`config.mk`:
```
export PLATFORM = sky130hd
export DESIGN_NAME = sir_modem
export DESIGN_NICKNAME = d
export VERILOG_FILES = /design/src/rtl/sir_pkg.sv /design/src/rtl/sir_cell_timer.sv /design/src/rtl/sir_pulse_gen.sv /design/src/rtl/sir_rx_demod.sv /design/src/rtl/sir_modem.sv
export SDC_FILE = /design/constraint.sdc
export NUM_CORES = 1
export LEC_CHECK = 0
export ABC_AREA = 1
export CAP_MARGIN = 30
export CELL_PAD_IN_SITES_DETAIL_PLACEMENT = 2
export CELL_PAD_IN_SITES_GLOBAL_PLACEMENT = 2
export CORE_MARGIN = 4
export CORE_UTILIZATION = 34
export DETAILED_ROUTE_END_ITERATION = 8
export GPL_ROUTABILITY_DRIVEN = 0
export PLACE_DENSITY_LB_ADDON = 0.1
export SLEW_MARGIN = 20
export SYNTH_ARGS = -nofsm -noshare
export SYNTH_HDL_FRONTEND = slang
export SYNTH_SLANG_ARGS = --single-unit
```
`constraint.sdc`:
```
create_clock -name clk -period 4.9 [get_ports clk]
set_clock_uncertainty 0.2 [all_clocks]
set_input_delay 0.98 -clock clk [delete_from_list [all_inputs] [get_ports clk]]
set_output_delay 0.98 -clock clk [all_outputs]
set_load 0.005 [all_outputs]
```
`src/rtl/sir_pkg.sv`:
```
package sir_pkg;

  typedef enum logic {
    WIDTH_FRACTION = 1'b0,
    WIDTH_FIXED    = 1'b1
  } width_mode_e;

  // Bits needed to hold the values 0..n
  function automatic int cnt_bits(input int n);
    return (n < 1) ? 1 : $clog2(n + 1);
  endfunction

  // Clock count for a fixed-width pulse; a zero length still lights one clock
  function automatic int fixed_clocks(input int len);
    return (len < 1) ? 1 : len;
  endfunction

endpackage

```
`src/rtl/sir_cell_timer.sv`:
```
module sir_cell_timer #(
  parameter int TICKS_PER_BIT = 16
) (
  input  logic clk,
  input  logic rst_n,
  input  logic en,
  input  logic tick,
  input  logic tx_nrz,
  output logic cell_start,
  output logic pulse_start
);
  localparam int PW = sir_pkg::cnt_bits(TICKS_PER_BIT - 1);
  localparam logic [PW-1:0] LAST = PW'(TICKS_PER_BIT - 1);

  logic [PW-1:0] phase_q;

  function automatic logic [PW-1:0] step(input logic [PW-1:0] ph);
    return (ph == LAST) ? '0 : ph + 1'b1;
  endfunction

  assign cell_start  = en & tick & (phase_q == '0);
  assign pulse_start = cell_start & ~tx_nrz;

  always_ff @(posedge clk or negedge rst_n) begin
    if (!rst_n) begin
      phase_q <= '0;
    end else if (!en) begin
      phase_q <= '0;
    end else if (tick) begin
      if (phase_q == '0) begin
        // a one holds the timer in hunt so the next zero re-aligns the cell
        phase_q <= tx_nrz ? '0 : step('0);
      end else begin
        phase_q <= step(phase_q);
      end
    end
  end

endmodule

```
`src/rtl/sir_pulse_gen.sv`:
```
module sir_pulse_gen #(
  parameter int PULSE_TICKS = 3,
  parameter int LEN_W       = 8
) (
  input  logic             clk,
  input  logic             rst_n,
  input  logic             en,
  input  logic             tick,
  input  logic             start,
  input  logic             width_sel,
  input  logic [LEN_W-1:0] fixed_len,
  output logic             ir_tx
);
  import sir_pkg::*;

  localparam int TW = cnt_bits(PULSE_TICKS);

  logic [TW-1:0]    tick_left_q;
  logic [LEN_W-1:0] clk_left_q;
  width_mode_e      mode_q;

  always_ff @(posedge clk or negedge rst_n) begin
    if (!rst_n) begin
      ir_tx       <= 1'b0;
      tick_left_q <= '0;
      clk_left_q  <= '0;
      mode_q      <= WIDTH_FRACTION;
    end else if (!en) begin
      ir_tx       <= 1'b0;
      tick_left_q <= '0;
      clk_left_q  <= '0;
    end else if (start) begin
      ir_tx       <= 1'b1;
      mode_q      <= width_mode_e'(width_sel);
      tick_left_q <= TW'(PULSE_TICKS - 1);
      clk_left_q  <= fixed_len;
    end else if (ir_tx) begin
      if (mode_q == WIDTH_FIXED) begin
        if (clk_left_q <= LEN_W'(1)) ir_tx <= 1'b0;
        else                         clk_left_q <= clk_left_q - 1'b1;
      end else if (tick) begin
        if (tick_left_q == '0) ir_tx <= 1'b0;
        else                   tick_left_q <= tick_left_q - 1'b1;
      end
    end
  end

endmodule

```
`src/rtl/sir_rx_demod.sv`:
```
module sir_rx_demod #(
  parameter int TICKS_PER_BIT = 16
) (
  input  logic clk,
  input  logic rst_n,
  input  logic en,
  input  logic tick,
  input  logic ir_rx,
  output logic edge_ok,
  output logic rx_nrz
);
  localparam int CW = sir_pkg::cnt_bits(TICKS_PER_BIT);

  // [0],[1] synchroniser; [2],[3] history for glitch-qualified edge
  logic [3:0]    sync_q;
  logic [CW-1:0] left_q;

  assign edge_ok = en & sync_q[1] & sync_q[2] & ~sync_q[3];

  always_ff @(posedge clk or negedge rst_n) begin
    if (!rst_n) begin
      sync_q <= '0;
      rx_nrz <= 1'b1;
      left_q <= '0;
    end else begin
      sync_q <= {sync_q[2:0], ir_rx};
      if (!en) begin
        rx_nrz <= 1'b1;
        left_q <= '0;
      end else if (edge_ok) begin
        rx_nrz <= 1'b0;
        left_q <= CW'(TICKS_PER_BIT);
      end else if (tick && !rx_nrz) begin
        if (left_q <= CW'(1)) begin
          rx_nrz <= 1'b1;
          left_q <= '0;
        end else begin
          left_q <= left_q - 1'b1;
        end
      end
    end
  end

endmodule

```
`src/rtl/sir_modem.sv`:
```
module sir_modem #(
  parameter int TICKS_PER_BIT = 16,
  parameter int PULSE_TICKS   = 3,
  parameter int LEN_W         = 8
) (
  input  logic             clk,
  input  logic             rst_n,
  input  logic             baud_tick,
  input  logic             width_sel,
  input  logic [LEN_W-1:0] fixed_len,
  input  logic             mod_en,
  input  logic             tx_nrz,
  input  logic             ir_rx,
  output logic             ir_tx,
  output logic             rx_nrz
);
  // named internal events, visible to the bound checker
  logic cell_start;
  logic pulse_start;
  logic rx_edge_ok;

  sir_cell_timer #(.TICKS_PER_BIT(TICKS_PER_BIT)) u_cell (
    .clk        (clk),
    .rst_n      (rst_n),
    .en         (mod_en),
    .tick       (baud_tick),
    .tx_nrz     (tx_nrz),
    .cell_start (cell_start),
    .pulse_start(pulse_start)
  );

  sir_pulse_gen #(.PULSE_TICKS(PULSE_TICKS), .LEN_W(LEN_W)) u_pulse (
    .clk      (clk),
    .rst_n    (rst_n),
    .en       (mod_en),
    .tick     (baud_tick),
    .start    (pulse_start),
    .width_sel(width_sel),
    .fixed_len(fixed_len),
    .ir_tx    (ir_tx)
  );

  sir_rx_demod #(.TICKS_PER_BIT(TICKS_PER_BIT)) u_rx (
    .clk    (clk),
    .rst_n  (rst_n),
    .en     (mod_en),
    .tick   (baud_tick),
    .ir_rx  (ir_rx),
    .edge_ok(rx_edge_ok),
    .rx_nrz (rx_nrz)
  );

endmodule

```
Word level (Yosys, flattened, before mapping)
Index checks and enable logic that the tools add are counted.

cells by class
  add/sub/neg operators = 4
  $mul = 0
  div/mod/pow operators = 0
  $lt $le $gt $ge = 2
  equality and inequality tests = 10
  shift operators = 0
  muxes and demuxes = 31
  bitwise gates (word level) = 8
  reduce and logical (&&, ||, !) cells = 8

operators by type and width
  cell                                                            number
  two-way mux 8 bit                                               5
  two-way mux 5 bit                                               4
  two-way mux 4 bit                                               4
  two-way mux 1 bit                                               12
  two-way mux 2 bit                                               6
  inequality test 3 x 1 -> 1 bit, second input constant           4
  inequality test 3 bit, second input constant                    3
  less-or-equal comparator 8 x 1 -> 1 bit, second input constant  1
  subtractor 8 x 1 -> 8 bit, second input constant                1
  bitwise AND 1 bit                                               6
  less-or-equal comparator 5 x 1 -> 1 bit, second input constant  1
  subtractor 5 x 1 -> 5 bit, second input constant                1
  adder 4 x 1 -> 4 bit, second input constant                     1
  == test 4 bit, second input constant                            1
  zero test 4 bit                                                 1
  AND reduction 2 bit                                             2
  AND reduction 4 bit                                             1
  inequality test 3 x 2 -> 1 bit, second input constant           1
  AND reduction 3 bit                                             1
  zero test 2 bit                                                 1
  inequality test 2 bit, second input constant                    1
  inverter 1 bit                                                  2
  subtractor 2 x 1 -> 2 bit, second input constant                1
  logical AND 1 bit                                               1
  zero test 1 bit                                                 1

word-level totals
  bits in registers = 26
  bits in latches = 0
  memory bits (writable) = 0
  ROM bits = 0
  input bits = 15
  output and inout bits = 2
  logic and storage cells = 71
  memories kept = 0

Longest topological paths before layout
  word-level depth = 7
  gate-level depth with buffers = 9
  depth with buffers taken out = 9

Cells and area by module
Synthesis repeated with hierarchy kept, for this count alone.

unflattened totals
  cell total of the unflattened synthesis = 223
  area total of the unflattened synthesis = 1652.8 sq um

by module, submodules not included
  module          instances  cells each  area an instance (sq um)  seq. area each (sq um)
  sir_pulse_gen   1          117         868.3                     300.3
  sir_rx_demod    1          62          501.7                     251.5
  sir_cell_timer  1          44          282.8                     100.1

Worst setup path before layout
OpenSTA, ideal clock, no wires.

  path type = input to register
  start = input mod_en
  end = register u_pulse.clk_left_q[2]
  setup time = 0.117 ns
  arrival = 1.692 ns
  data required time = 4.583 ns
  path slack = 2.891 ns
  stages = 7
  path buffers = 2
  path through = buf_6 nand2_2 nor3_4 buf_6 o21ai_0 nand2_1 nand2_1

between the ends
  longest elaborated chain between the ends = 5
  elaborated cells on any way between the ends = 9
  classes of those cells = 3 x eq/ne; 2 x mux; 3 x bitwise; 1 x reduce/logical

RTL lines
  element                                                                    line                  source
  start, declared                                                            sir_modem.sv:11       input logic mod_en,
  bitwise AND 1 bit (2 in series)                                            sir_cell_timer.sv:21  assign cell_start = en & tick & (phase_q == '0);
  bitwise AND 1 bit                                                          sir_cell_timer.sv:22  assign pulse_start = cell_start & ~tx_nrz;
  inequality test 3 x 1 -> 1 bit (no line) (tied with other cells)           n/a
  AND reduction 3 bit (no line) / two-way mux 8 bit (equally long branches)  n/a
  end signal, assigned                                                       sir_pulse_gen.sv:36   clk_left_q <= fixed_len;
  end signal, assigned                                                       sir_pulse_gen.sv:40   else clk_left_q <= clk_left_q - 1'b1;
  end, declared                                                              sir_pulse_gen.sv:19   logic [LEN_W-1:0] clk_left_q;

Parallel ways exist; a longest one is shown, timed or not.
A chain may end at the register's enable or synchronous reset.

Worst setup path in the final report
  start = input mod_en
  end = register u_pulse.clk_left_q[5]

Same word-level chain as after synthesis.

==> results.sh <==
export IMPL_outcome="completed"
export IMPL_layout_commonest_cell="nand2_1"
export IMPL_r2r_start="u_cell.phase_q[0]"
export IMPL_seq_area_frac_synth_pct=42.0
export IMPL_syn_num_nets=228
export IMPL_hold_viol_final=0
export IMPL_cts_repair_resized=0
export IMPL_crit_slowest_cell="clkdlybuf4s50_1"
export IMPL_synth_cells=206
export IMPL_area_growth_pct=17.1
export IMPL_drive_gt1_share_pct=6.22
export IMPL_nets=248
export IMPL_hold_end="u_rx.sync_q[1]"
export IMPL_avgRoutedWirePerCell_um=15.8
export IMPL_ctsRootBufferMaster="clkbuf_8"
export IMPL_grtUsageTotal_pct=17.1
export IMPL_grt_setup_unrepaired="false"
export IMPL_place_area_mm2=0.00176
export IMPL_drc=0
export IMPL_multi_input_area_um2=758
export IMPL_clock_fmax_ghz=0.366
export IMPL_max_cap_violations=0
export IMPL_period_minus_slack_ns=2.73
export IMPL_clockBufferDepth=2
export IMPL_yosysWarnings=0
export IMPL_place_worst_setup_slack_ns=1.81
export IMPL_cts_sinks=26
export IMPL_fp_dieW_um=75.6
export IMPL_first_iter_violations=52
export IMPL_worst_pin_slew_ns=0.575
export IMPL_ctsHtreeMaxLevel=1
export IMPL_vias=1400
export IMPL_post_cts_buffers=0
export IMPL_min_path_type="reg -> reg"
export IMPL_drv_slew=0
export IMPL_min_delay_start="u_rx.sync_q[0]"
export IMPL_cts_tree="done"
export IMPL_worst_path_largest_cell_delay_ns=0.65
export IMPL_worstPathBufferInverterCount=1
export IMPL_start_kind="input pin"
export IMPL_grt_pass1_wl_mm=7.51
export IMPL_clk_latency_ns=0.27
export IMPL_die_area_mm2=0.00571
export IMPL_cp_arrival_ns=2.70
export IMPL_fin_ws_ns=2.17
export IMPL_finalSetupViolCount=0
export IMPL_critPathKind="in -> reg"
export IMPL_die_h_um=75.6
export IMPL_design_area_mm2=0.00182
export IMPL_cts_buffers=3
export IMPL_crit_chain="clkdlybuf4s50_1 -> nand2_2 -> nor3_4 -> nor2_2 -> nand3_1 -> nand2_1"
export IMPL_regArea_um2=652
export IMPL_portBuffers=16
export IMPL_cp_max_fo=14
export IMPL_reg2reg_depth=7
export IMPL_hpwl_mm=3.51
export IMPL_num_fill_cells=524
export IMPL_floorplan_initialDensity_pct=35.4
export IMPL_grt_pass1_vias=1622
export IMPL_syn_area_per_cell_um2=7.54
export IMPL_ant_nets=0
export IMPL_grt_ovfl_total=0
export IMPL_cp_startpoint="mod_en"
export IMPL_relSlewSlack_pct=61.5
export IMPL_reg2reg_slack_ns=2.84
export IMPL_syn_area_mm2=0.00155
export IMPL_grt_max_degree=27
export IMPL_fin_crit_sh_pct=55.8
export IMPL_num_rows=24
export IMPL_power_density_mw_per_mm2=403
export IMPL_wirelength_mm=4.37
export IMPL_r2r_end="u_pulse.clk_left_q[5]"
export IMPL_ir_drop_mv=0.139
export IMPL_whs_path_depth=0
export IMPL_mostFrequentLayoutCells="58 x nand2_1, 31 x inv_1, 26 x nand3_1, 25 x dfrtp_1, 17 x nor2_1"
export IMPL_synth_cell_types=25
export IMPL_io_pins=17
export IMPL_endpoint_kind="register"
export IMPL_first_pass_iters=4
export IMPL_cts_hold_buf=0
export IMPL_fin_setup_tns_ns=0
export IMPL_core_area_mm2=0.00438
export IMPL_path_clk_slew_ns=0.10
export IMPL_leakagePower_uw=0.000945
export IMPL_critPathTopFamily="simple AND/OR/NAND/NOR gates"
export IMPL_antenna_found_initial=0
export IMPL_num_antenna_cells=0
export IMPL_viasPerCell=5.05
export IMPL_ys_ff_latch=26
export IMPL_cp_required_ns=4.87
-- through the flow --
stage	std cells	utilization [%]	power, µW	hold WS [ns]
6_report	277	41.5	733	0.156
5_1_grt	277	41.5	802	0.185
4_1_cts	277	41.5	748	0.162
3_5_place_dp	273	40.2	602	0.136
3_3_place_gp	273	40.2	570	0.146
2_1_floorplan	206	-	498	0.131
-- per-layer routing --
metal / share of wire, % / track usage (%) / vias to the layer above
met5: 0 / 0 / -
met1: 45 / 21.1 / 689
met2: 51 / 31.6 / 17
li1: - / - / 690
met3: 2.6 / 2.24 / 4
met4: 0.62 / 3.88 / 0
-- logic make-up (layout without fill, tap and decap cells) --
logic type	count (synthesis)	after routing	synth area share, %
adder cells (fa/ha/maj)	7	7	5.64
AND/OR/NAND/NOR	114	114	32.8
flip-flops	26	26	42.0
XOR/XNOR	6	6	3.38
AO/OA/AOI/OAI	19	19	7.01
buffers and inverters	34	53	9.19
-- where the power goes --
group	switching [µW]	internal, µW	total [µW]
combinational	179	115	294
clock	70.5	71.9	142
sequential	40.6	256	297
-- worst reg2reg max path: stages (launching register included) --
cell and delay, ns:
dfrtp_1 0.45, inv_1 0.10, ha_1 0.17, nand3_2 0.13, nor3_4 0.48, nor2_2 0.23
nand3_1 0.13, nand2_1 0.07
-- cells in the mapped netlist (all sizes together) --
master / instances / share of area (%)
a21oi: 3 / 1.2
ha: 7 / 5.6
nand4: 5 / 2.0
dfrtp: 25 / 40
o22ai: 2 / 0.81
buf: 2 / 1.5
nand3: 27 / 9.0
a21boi: 1 / 0.48
nand2: 61 / 16
dfstp: 1 / 1.7
nor3: 3 / 1.7
xnor2: 1 / 0.56
xor2: 5 / 2.8
o21bai: 1 / 0.48
nor2: 18 / 4.5
o21ai: 11 / 3.5
o211ai: 1 / 0.48
inv: 32 / 7.7
-- worst max-delay path by stage --
stage / endpoint / slack [ns] / cells after the start
floorplan: u_pulse.clk_left_q[2] / 2.89 / 7
global placement: u_pulse.clk_left_q[4] / 1.94 / 6
detailed placement: u_pulse.clk_left_q[5] / 1.81 / 6
CTS: u_pulse.clk_left_q[5] / 2.11 / 6
global route: u_pulse.clk_left_q[5] / 1.99 / 6
finish: u_pulse.clk_left_q[5] / 2.17 / 6
-- state kept, by name, indices dropped and copies added (netlist names) --
register             flops
u_rx.rx_nrz              1
u_pulse.tick_left_q      2
u_rx.left_q              5
u_rx.sync_q              4
u_pulse.mode_q           1
u_pulse.clk_left_q       8
u_cell.phase_q           4
u_pulse.ir_tx            1
-- final cells by class --
class	count	share of cell area, %
inverter	32	6.61
multi-input combinational	146	41.7
clock buffer	4	3.03
tap	52	3.58
sequential	26	35.9
timing repair buffer	17	9.22
Power figures use the tool's default switching activity.
